**src/rtl/adc_seq_pkg.sv**
```systemverilog
package adc_seq_pkg;
  localparam int CH_W = 3;

  // status word bit positions
  localparam int ST_DELTA_BUSY  = 30;
  localparam int ST_AVG_BUSY    = 29;
  localparam int ST_SAMPLE_BUSY = 28;
  localparam int ST_FULL        = 27;
  localparam int ST_EMPTY       = 26;
  localparam int ST_CNT_LO      = 21;
  localparam int ST_CNT_W       = 5;
  localparam int ST_CHAN_LO     = 16;

  typedef enum logic [1:0] {
    SEQ_IDLE  = 2'd0,
    SEQ_DELAY = 2'd1,
    SEQ_REQ   = 2'd2,
    SEQ_WAIT  = 2'd3
  } seq_state_t;
endpackage

```
**src/rtl/adc_seq_ctrl.sv**
```systemverilog
module adc_seq_ctrl
  import adc_seq_pkg::*;
#(
  parameter int SLOTS      = 8,
  parameter int DATA_W     = 12,
  parameter int DLY_W      = 8,
  parameter int BASE_SHIFT = 2,
  localparam int IDX_W     = $clog2(SLOTS),
  localparam int TMR_W     = DLY_W + 3 * BASE_SHIFT
) (
  input  logic                    clk,
  input  logic                    rst_n,
  input  logic                    enable,
  input  logic                    continuous,
  input  logic                    start,
  input  logic                    stop,
  input  logic [SLOTS*CH_W-1:0]   chan_list,
  input  logic [IDX_W-1:0]        max_index,
  input  logic [DLY_W-1:0]        dly_count,
  input  logic [1:0]              dly_base,
  output logic                    req_valid,
  input  logic                    req_ready,
  output logic [CH_W-1:0]         req_chan,
  input  logic                    rsp_valid,
  input  logic [DATA_W-1:0]       rsp_data,
  output logic                    push_valid,
  output logic [CH_W+DATA_W-1:0]  push_word,
  output logic                    busy_sample,
  output logic                    busy_avg,
  output logic                    busy_delta,
  output logic [CH_W-1:0]         cur_chan
);
  seq_state_t       state;
  logic [IDX_W-1:0] idx;
  logic [TMR_W-1:0] tmr;
  logic             stop_pend;
  logic [TMR_W:0]   dly_total;
  logic [TMR_W:0]   dly_total_m1;

  logic [CH_W-1:0] slot_chan [SLOTS];
  for (genvar k = 0; k < SLOTS; k++) begin : g_slot
    assign slot_chan[k] = chan_list[k*CH_W +: CH_W];
  end

  always_comb begin
    dly_total    = ({{(TMR_W+1-DLY_W){1'b0}}, dly_count} + (TMR_W+1)'(1))
                   << (BASE_SHIFT * int'(dly_base));
    dly_total_m1 = dly_total - (TMR_W+1)'(1);
  end

  always_ff @(posedge clk) begin
    if (!rst_n) begin
      state     <= SEQ_IDLE;
      idx       <= '0;
      tmr       <= '0;
      stop_pend <= 1'b0;
    end else begin
      case (state)
        SEQ_IDLE: begin
          if (start && enable) begin
            state     <= SEQ_DELAY;
            idx       <= '0;
            tmr       <= dly_total_m1[TMR_W-1:0];
            stop_pend <= 1'b0;
          end
        end
        SEQ_DELAY: begin
          if (stop)            state <= SEQ_IDLE;
          else if (tmr == '0)  state <= SEQ_REQ;
          else                 tmr   <= tmr - 1'b1;
        end
        SEQ_REQ: begin
          stop_pend <= stop_pend | stop;
          if (req_ready) state <= SEQ_WAIT;
        end
        SEQ_WAIT: begin
          stop_pend <= stop_pend | stop;
          if (rsp_valid) begin
            if (stop_pend || stop) begin
              state <= SEQ_IDLE;
            end else if (idx == max_index) begin
              if (continuous) begin
                idx   <= '0;
                tmr   <= dly_total_m1[TMR_W-1:0];
                state <= SEQ_DELAY;
              end else begin
                state <= SEQ_IDLE;
              end
            end else begin
              idx   <= idx + 1'b1;
              tmr   <= dly_total_m1[TMR_W-1:0];
              state <= SEQ_DELAY;
            end
          end
        end
        default: state <= SEQ_IDLE;
      endcase
    end
  end

  assign cur_chan    = slot_chan[idx];
  assign req_valid   = (state == SEQ_REQ);
  assign req_chan    = cur_chan;
  assign push_valid  = (state == SEQ_WAIT) && rsp_valid;
  assign push_word   = {cur_chan, rsp_data};
  assign busy_sample = (state != SEQ_IDLE);
  assign busy_avg    = (state == SEQ_REQ) || (state == SEQ_WAIT);
  assign busy_delta  = (state == SEQ_DELAY);
endmodule

```
**src/rtl/adc_seq_fifo.sv**
```systemverilog
module adc_seq_fifo #(
  parameter int DEPTH  = 32,
  parameter int WIDTH  = 15,
  localparam int AW    = $clog2(DEPTH),
  localparam int CNT_W = $clog2(DEPTH + 1)
) (
  input  logic             clk,
  input  logic             rst_n,
  input  logic             push_valid,
  input  logic [WIDTH-1:0] push_word,
  output logic             pop_valid,
  input  logic             pop_ready,
  output logic [WIDTH-1:0] pop_word,
  output logic [CNT_W-1:0] count,
  output logic             full,
  output logic             empty
);
  logic [WIDTH-1:0] mem [DEPTH];
  logic [AW-1:0]    wr_ptr;
  logic [AW-1:0]    rd_ptr;
  logic             do_push;
  logic             do_pop;

  assign full    = (count == CNT_W'(DEPTH));
  assign empty   = (count == '0);
  assign do_push = push_valid && !full;
  assign do_pop  = pop_ready && !empty;

  always_ff @(posedge clk) begin
    if (do_push) mem[wr_ptr] <= push_word;
  end

  always_ff @(posedge clk) begin
    if (!rst_n) begin
      wr_ptr <= '0;
      rd_ptr <= '0;
      count  <= '0;
    end else begin
      if (do_push) wr_ptr <= wr_ptr + 1'b1;
      if (do_pop)  rd_ptr <= rd_ptr + 1'b1;
      case ({do_push, do_pop})
        2'b10:   count <= count + 1'b1;
        2'b01:   count <= count - 1'b1;
        default: count <= count;
      endcase
    end
  end

  assign pop_valid = !empty;
  assign pop_word  = empty ? '0 : mem[rd_ptr];
endmodule

```
**src/rtl/adc_seq_status.sv**
```systemverilog
module adc_seq_status
  import adc_seq_pkg::*;
#(
  parameter int CNT_W = 6
) (
  input  logic             busy_delta,
  input  logic             busy_avg,
  input  logic             busy_sample,
  input  logic             full,
  input  logic             empty,
  input  logic [CNT_W-1:0] count,
  input  logic [CH_W-1:0]  cur_chan,
  input  logic             irq_en,
  input  logic [ST_CNT_W-1:0] irq_thresh,
  output logic [31:0]      status,
  output logic             irq
);
  always_comb begin
    status = '0;
    status[ST_DELTA_BUSY]  = busy_delta;
    status[ST_AVG_BUSY]    = busy_avg;
    status[ST_SAMPLE_BUSY] = busy_sample;
    status[ST_FULL]        = full;
    status[ST_EMPTY]       = empty;
    status[ST_CNT_LO +: ST_CNT_W] = count[ST_CNT_W-1:0];
    status[ST_CHAN_LO +: CH_W]    = cur_chan;
  end

  assign irq = irq_en && (count >= CNT_W'(irq_thresh));
endmodule

```
**src/rtl/adc_seq_top.sv**
```systemverilog
module adc_seq_top
  import adc_seq_pkg::*;
#(
  parameter int SLOTS      = 8,
  parameter int DATA_W     = 12,
  parameter int DLY_W      = 8,
  parameter int FIFO_DEPTH = 32,
  localparam int IDX_W     = $clog2(SLOTS),
  localparam int WORD_W    = CH_W + DATA_W,
  localparam int CNT_W     = $clog2(FIFO_DEPTH + 1)
) (
  input  logic                   clk,
  input  logic                   rst_n,
  input  logic                   eng_enable,
  input  logic                   cont_mode,
  input  logic                   start_strobe,
  input  logic                   stop_strobe,
  input  logic [SLOTS*CH_W-1:0]  chan_list,
  input  logic [IDX_W-1:0]       max_index,
  input  logic [DLY_W-1:0]       dly_count,
  input  logic [1:0]             dly_base,
  input  logic                   fifo_irq_en,
  input  logic [ST_CNT_W-1:0]    irq_thresh,
  output logic                   conv_req_valid,
  input  logic                   conv_req_ready,
  output logic [CH_W-1:0]        conv_req_chan,
  input  logic                   conv_rsp_valid,
  input  logic [DATA_W-1:0]      conv_rsp_data,
  output logic                   pop_valid,
  input  logic                   pop_ready,
  output logic [WORD_W-1:0]      pop_data,
  output logic [31:0]            status,
  output logic                   irq
);
  logic              push_valid;
  logic [WORD_W-1:0] push_word;
  logic              busy_sample, busy_avg, busy_delta;
  logic [CH_W-1:0]   cur_chan;
  logic [CNT_W-1:0]  count;
  logic              full, empty;

  adc_seq_ctrl #(
    .SLOTS(SLOTS), .DATA_W(DATA_W), .DLY_W(DLY_W)
  ) ctrl_i (
    .clk(clk), .rst_n(rst_n), .enable(eng_enable), .continuous(cont_mode),
    .start(start_strobe), .stop(stop_strobe), .chan_list(chan_list),
    .max_index(max_index), .dly_count(dly_count), .dly_base(dly_base),
    .req_valid(conv_req_valid), .req_ready(conv_req_ready),
    .req_chan(conv_req_chan), .rsp_valid(conv_rsp_valid),
    .rsp_data(conv_rsp_data), .push_valid(push_valid), .push_word(push_word),
    .busy_sample(busy_sample), .busy_avg(busy_avg), .busy_delta(busy_delta),
    .cur_chan(cur_chan)
  );

  adc_seq_fifo #(
    .DEPTH(FIFO_DEPTH), .WIDTH(WORD_W)
  ) fifo_i (
    .clk(clk), .rst_n(rst_n), .push_valid(push_valid), .push_word(push_word),
    .pop_valid(pop_valid), .pop_ready(pop_ready), .pop_word(pop_data),
    .count(count), .full(full), .empty(empty)
  );

  adc_seq_status #(
    .CNT_W(CNT_W)
  ) status_i (
    .busy_delta(busy_delta), .busy_avg(busy_avg), .busy_sample(busy_sample),
    .full(full), .empty(empty), .count(count), .cur_chan(cur_chan),
    .irq_en(fifo_irq_en), .irq_thresh(irq_thresh),
    .status(status), .irq(irq)
  );
endmodule

```
**config.mk**
```make
export PLATFORM = sky130hd
export DESIGN_NAME = adc_seq_top
export DESIGN_NICKNAME = d
export VERILOG_FILES = /design/src/rtl/adc_seq_pkg.sv /design/src/rtl/adc_seq_ctrl.sv /design/src/rtl/adc_seq_fifo.sv /design/src/rtl/adc_seq_status.sv /design/src/rtl/adc_seq_top.sv
export SDC_FILE = /design/constraint.sdc
export NUM_CORES = 1
export LEC_CHECK = 0
export BUFFER_PORTS_ARGS = -buffer_cell sky130_fd_sc_hd__clkbuf_2
export CAP_MARGIN = 20
export CORE_MARGIN = 10
export CORE_UTILIZATION = 30
export CTS_CLUSTER_DIAMETER = 40
export CTS_CLUSTER_SIZE = 40
export DETAILED_ROUTE_END_ITERATION = 16
export SYNTH_ARGS = -nofsm -noshare
export SYNTH_HDL_FRONTEND = slang
export SYNTH_SLANG_ARGS = --single-unit
```
**constraint.sdc**
```tcl
create_clock -name clk -period 3.7 [get_ports clk]
set_clock_uncertainty 0.05 [all_clocks]
set_input_delay 0 -clock clk [delete_from_list [all_inputs] [get_ports clk]]
set_output_delay 0 -clock clk [all_outputs]
set_load 0.02 [all_outputs]
```
==> results of run 1 <==
## registers in the layout, indices dropped and copies added (netlist names), named ones only
name,cells
ctrl_i.idx,3
ctrl_i.state,1
ctrl_i.stop_pend,1
ctrl_i.tmr,14
fifo_i.count,6
fifo_i.mem,480
fifo_i.rd_ptr,5
fifo_i.wr_ptr,5
## path summary, 6_finish.rpt
path / slack, ns / to
max: 0.28 / pop_data[14]
min: 0.01 / fifo_i.mem[1][4]
max reg2reg: 0.44 / fifo_i.count[5]
min reg2reg: 0.47 / ctrl_i.tmr[13]
## logic make-up (layout without fill, tap and decap cells)
| logic type | Yosys count | in the layout | share of synthesized area (%) |
|---|---|---|---|
| flip-flops | 521 | 521 | 70.34 |
| AND/OR/NAND/NOR | 209 | 209 | 4.714 |
| multiplexers | 182 | 182 | 17.45 |
| buffers and inverters | 111 | 314 | 2.594 |
| AO/OA/AOI/OAI | 89 | 89 | 2.900 |
| XOR/XNOR | 21 | 21 | 0.8492 |
| adder cells (fa/ha/maj) | 19 | 19 | 1.132 |
| other | 1 | 20 | 0.01731 |
## worst max-delay path: stages, from the launching register on
cell and delay, ns:
dfxtp_4 0.61, buf_4 0.31, mux4_2 0.53, mux4_2 0.52
mux2i_1 0.53, nor2_1 0.08, clkbuf_2 0.18
## stage by stage
step                      power, W  hold WS (ns)  instances  cell area, um^2  setup slack [ns]
after floorplan           0.006904       0.04887       1171            21730            0.2959
after global placement    0.007044        0.2771       2171            23420            0.5402
after detailed placement  0.007059        0.2785       2173            23470            0.4291
after CTS                  0.01371      0.008400       2322            26050            0.2192
after global routing       0.01402       0.04485       2325            26100            0.1175
final                      0.01357       0.01322       2325            26100            0.2823
## layer usage
metal  share of wire, %  vias to the layer above  wire length, um
li1                   -                     4997                -
met3                7.2                      100             3589
met1                 43                     5973            21180
met5                  0                        -                0
met2                 47                      421            23540
met4                2.7                        0             1351
## power breakdown
group | internal [W] | switching (W) | leakage (nW)
clock network | 0.00392 | 0.00269 | 1.13
registers | 0.00645 | 0.0000308 | 4.65
logic | 0.000175 | 0.000304 | 2.48
total | 0.0105 | 0.00303 | 8.25
## cells in the final DEF, fill, tap and decap left out, drive strengths merged, types with 12 or more instances in the layout
cell	count
dlygate4sd3	24
dfxtp	41
conb	19
xor2	12
edfxtp	480
buf	51
o21ai	14
nand3	12
nand2	32
mux4	156
a21oi	21
clkinv	20
inv	33
ha	18
mux2i	21
nor2	94
clkbuf	177
## timing repair
| item | CTS | global route |
|---|---|---|
| endpoints found under the hold margin | 275 | 0 |
| buffers inserted | 0 | 0 |
| hold buffers | 24 | 0 |
## area by class of cell
| cell class | instances | area, um^2 |
|---|---|---|
| Tap cell | 950 | 1189 |
| Timing Repair Buffer | 172 | 1276 |
| Multi-Input combinational cell | 539 | 5995 |
| Sequential cell | 521 | 15240 |
| Clock inverter | 45 | 520.5 |
| Fill cell | 6558 | 45380 |
| Inverter | 17 | 65.06 |
| Antenna cell | 1 | 2.502 |
| Clock buffer | 80 | 1810 |
==> results.py, run 1 <==
metrics = {
    "run_status": {
        "outcome": "complete, no violations",
    },
    "worst_setup_path": {
        "critical_path_class": "reg2out",
        "crit_fanout": 18,
        "cp-start-kind": "flip-flop",
        "reg2regPathDepth": 13,
        "critPathCaptureType": "primary output",
        "crit_required_ns": 3.65,
        "arrival_ns": 3.37,
        "rr_startpoint": "fifo_i.count[1]",
    },
    "global_route": {
        "gr-usage-met1_pct": 15.92,
        "grtUsageMet3_pct": 2.570,
        "met2_usage_pct": 19.13,
        "antenna_found_initial": 1,
        "grt_first_pass_wirelength_um": 75060,
        "track_usage_pct": 11.95,
        "grt.overflow.total": 0,
        "grt_pass1_vias": 12100,
        "grt_max_degree": 45,
        "grt_busiest_layer": "met2",
    },
    "yosys": {
        "yosysSeqAreaShare_pct": 70.34,
        "synth_common_cells": "480 x edfxtp_1, 156 x mux4_2, 94 x nor2_1",
        "synthArstFlopShare_pct": 0,
        "yosysWarnings": 0,
        "synth_top_area_share_pct": 66.55,
        "synth_edf_count": 480,
        "synth_ff_type": "edfxtp_1",
        "syn_inst": 1153,
        "synth.most_common_cell": "edfxtp_1",
        "syn_area_mm2": 0.02166,
        "ys_ff_latch": 521,
        "syn_area_per_cell_um2": 18.78,
        "synthDistinctLibCells": 73,
        "synth_top_area_cell": "edfxtp_1",
        "synth.area.top_cells": "edfxtp_1 67%, mux4_2 16%, dfxtp_1 3.8%, nor2_1 1.6%, buf_4 1.1%",
    },
    "power_and_ir_drop": {
        "power_leakage_nw": 8.252,
        "peakVddDrop_v": 0.0002851,
        "powerDensity_mw_per_mm2": 520.0,
    },
    "clock_network": {
        "clock_path_buffers": 3,
        "cts.htree.levels": 3,
        "clkSlewWorstSetupHoldPaths_ns": 0.06,
        "clock_latency_ns": 0.59,
        "cts_sinks": 521,
        "postCtsResizedCells": 0,
        "numCtsBuffers": 69,
        "cts_root_buffer": "clkbuf_16",
        "cts_tree": "done",
    },
    "job": {
        "drv_cap": 0,
    },
    "worst_hold_path": {
        "hold_depth": 1,
        "worst_hold_startpoint": "conv_rsp_data[4]",
        "hp-class": "in2reg",
    },
    "place": {
        "gp_congestion": 0.8142,
        "portBuffers": 97,
        "post-dp-hpwl_um": 29940,
    },
    "route": {
        "dr_total_vias": 11490,
        "drc": 0,
        "first_iter_violations": 1040,
        "totalWireLength_um": 49650,
        "viasPerCell": 4.942,
        "wl_per_cell_um": 21.36,
        "ant_nets": 0,
        "firstDrtPassIters": 5,
    },
    "timing": {
        "period_minus_slack_ns": 3.418,
        "worst_pin_slew_ns": 1.047,
        "tns_ns": 0,
        "rsz0062_at_grt": "false",
        "slew_viol_final": 0,
        "max_slew_margin_pct": 30.13,
        "finalHoldViolCount": 0,
        "period_share_pct": 92.37,
        "setup_viol": 0,
        "max_freq_mhz": 292.6,
    },
    "floorplanning": {
        "ios": 117,
        "fp.dieH_um": 288.7,
        "dieArea_mm2": 0.08334,
        "core_mm2": 0.07149,
        "die_x_um": 288.7,
        "core.rowCount": 98,
        "start_util_pct": 30.30,
    },
    "final_layout": {
        "nets": 1403,
        "drive_above_1_share_pct": 33.62,
        "fin_util_pct": 36.51,
        "area_growth_syn_to_layout_pct": 20.52,
    },
}
(Power assumes the default switching activity.)
==> run 2, diff against run 1 <==
--- a/config.mk
+++ b/config.mk
@@ -10,5 +10,4 @@
 export CORE_MARGIN = 10
 export CORE_UTILIZATION = 30
-export CTS_CLUSTER_DIAMETER = 40
 export CTS_CLUSTER_SIZE = 40
 export DETAILED_ROUTE_END_ITERATION = 16
--- a/constraint.sdc
+++ b/constraint.sdc
@@ -3,3 +3,3 @@
 set_input_delay 0 -clock clk [delete_from_list [all_inputs] [get_ports clk]]
 set_output_delay 0 -clock clk [all_outputs]
-set_load 0.02 [all_outputs]
+set_load 0.05 [all_outputs]
==> results.py, run 2 (synthesis gave the netlist of run 1 again) <==
metrics = {
    "clock_network": {
        "clock_latency_ns": 0.60,
        "cts_root_buffer": "clkbuf_16",
        "cts_sinks": 521,
        "clock_path_buffers": 3,
        "postCtsResizedCells": 0,
        "cts.htree.levels": 2,
        "numCtsBuffers": 51,
        "cts_tree": "done",
        "clkSlewWorstSetupHoldPaths_ns": 0.06,
    },
    "timing": {
        "max_slew_margin_pct": 29.54,
        "slew_viol_final": 0,
        "rsz0062_at_grt": "false",
        "worst_pin_slew_ns": 1.056,
        "setup_viol": 0,
        "finalHoldViolCount": 0,
        "tns_ns": 0,
        "hold-worst-slack_ns": 0.03086,
        "max_freq_mhz": 297.5,
        "period_minus_slack_ns": 3.362,
        "period_share_pct": 90.86,
    },
    "route": {
        "wl_per_cell_um": 21.68,
        "viasPerCell": 4.895,
        "ant_nets": 0,
        "dr_total_vias": 11180,
        "firstDrtPassIters": 7,
        "first_iter_violations": 1098,
        "drc": 0,
        "totalWireLength_um": 49520,
    },
    "floorplanning": {
        "ios": 117,
        "start_util_pct": 30.30,
        "die_x_um": 288.7,
        "core_mm2": 0.07149,
        "fp.dieH_um": 288.7,
        "core.rowCount": 98,
        "dieArea_mm2": 0.08334,
    },
    "worst_setup_path": {
        "cp_top_family": "multiplexers",
        "crit_fanout": 24,
        "critical_path_class": "reg2out",
        "rr_startpoint": "fifo_i.count[1]",
        "cpMostUsedCell": "mux4_2",
        "crit_slowest_cell": "dfxtp_4",
        "arrival_ns": 3.31,
        "critPathCaptureType": "primary output",
        "max_stage_delay_ns": 0.64,
        "critPathBufInv": 2,
        "crit_required_ns": 3.65,
        "path_cells": "buf_4 -> mux4_2 -> mux4_2 -> mux2i_1 -> nor2_1 -> clkbuf_2",
        "ff2ff_setup_slack_ns": 0.41,
        "cp-start-kind": "flip-flop",
    },
    "power_and_ir_drop": {
        "power_leakage_nw": 7.817,
        "powerDensity_mw_per_mm2": 473.9,
        "peakVddDrop_v": 0.0003624,
    },
    "place": {
        "post-dp-hpwl_um": 29080,
        "dp_cells": 2165,
        "gp_congestion": 0.8384,
        "portBuffers": 97,
    },
    "job": {
        "drv_cap": 0,
    },
    "global_route": {
        "grt.overflow.total": 0,
        "grt_first_pass_wirelength_um": 74200,
        "grt_max_degree": 55,
        "grt_pass1_vias": 11740,
        "track_usage_pct": 11.86,
        "antenna_found_initial": 0,
    },
    "final_layout": {
        "mostFrequentLayoutCells": "480 x edfxtp_1, 156 x mux4_2, 97 x clkbuf_2",
        "instances_no_fill": 2284,
        "nets": 1377,
        "diodes": 0,
        "largest_register": "fifo_i.mem",
        "area_growth_syn_to_layout_pct": 16.38,
        "final_common_cell": "edfxtp_1",
        "largest_reg_flops": 480,
        "largest_registers": "fifo_i.mem (480), ctrl_i.tmr (14), fifo_i.count (6)",
        "drive_above_1_share_pct": 30.21,
    },
    "worst_hold_path": {
        "hp-class": "in2reg",
        "worst_hold_startpoint": "conv_rsp_data[8]",
    },
    "run_status": {
        "outcome": "complete, no violations",
    },
}
==> run 2: path summary, 6_finish.rpt <==
kind,end,cells after the start
setup / recovery,pop_data[4],6
hold / removal,fifo_i.mem[21][8],1
setup reg to reg,fifo_i.count[5],13
hold reg to reg,ctrl_i.tmr[13],2
==> run 2: report_power, final <==
part           total [W]  switching (W)  internal (W)
Sequential       0.00648      0.0000282       0.00645
Combinational   0.000527       0.000353      0.000174
Clock            0.00494        0.00220       0.00274
==> run 2: timing repair <==
| item | CTS | global route |
|---|---|---|
| setup buffers | 0 | 0 |
| endpoints found under the hold margin | 165 | 0 |
| hold buffers | 24 | 0 |
==> run 2: stage by stage <==
stage | instance area, um^2 | util, % | setup slack [ns] | power [W]
floorplan | 21730 | - | 0.2959 | 0.006951
global placement | 23360 | 32.68 | 0.5172 | 0.007090
detailed placement | 23360 | 32.68 | 0.4243 | 0.007106
CTS | 25170 | 35.21 | 0.3507 | 0.01210
global route | 25210 | 35.26 | 0.1292 | 0.01238
finish | 25210 | 35.26 | 0.3383 | 0.01195
==> run 2: routing by layer <==
metal	global-route usage [%]	routed length, um	up-vias
met4	2.928	856	0
met2	19.33	23770	339
met5	0	0	-
li1	-	-	4915
met3	2.719	3481	60
met1	15.86	21420	5867
==> run 2: final cells by class <==
class | instances | area [um^2]
flip-flops and latches | 521 | 15240
clock buffers | 71 | 1373
well taps | 950 | 1189
repair buffers | 164 | 1147
clock inverters | 22 | 193.9
multi-input cells | 539 | 5995
fillers | 6650 | 46280
inverters | 17 | 65.06
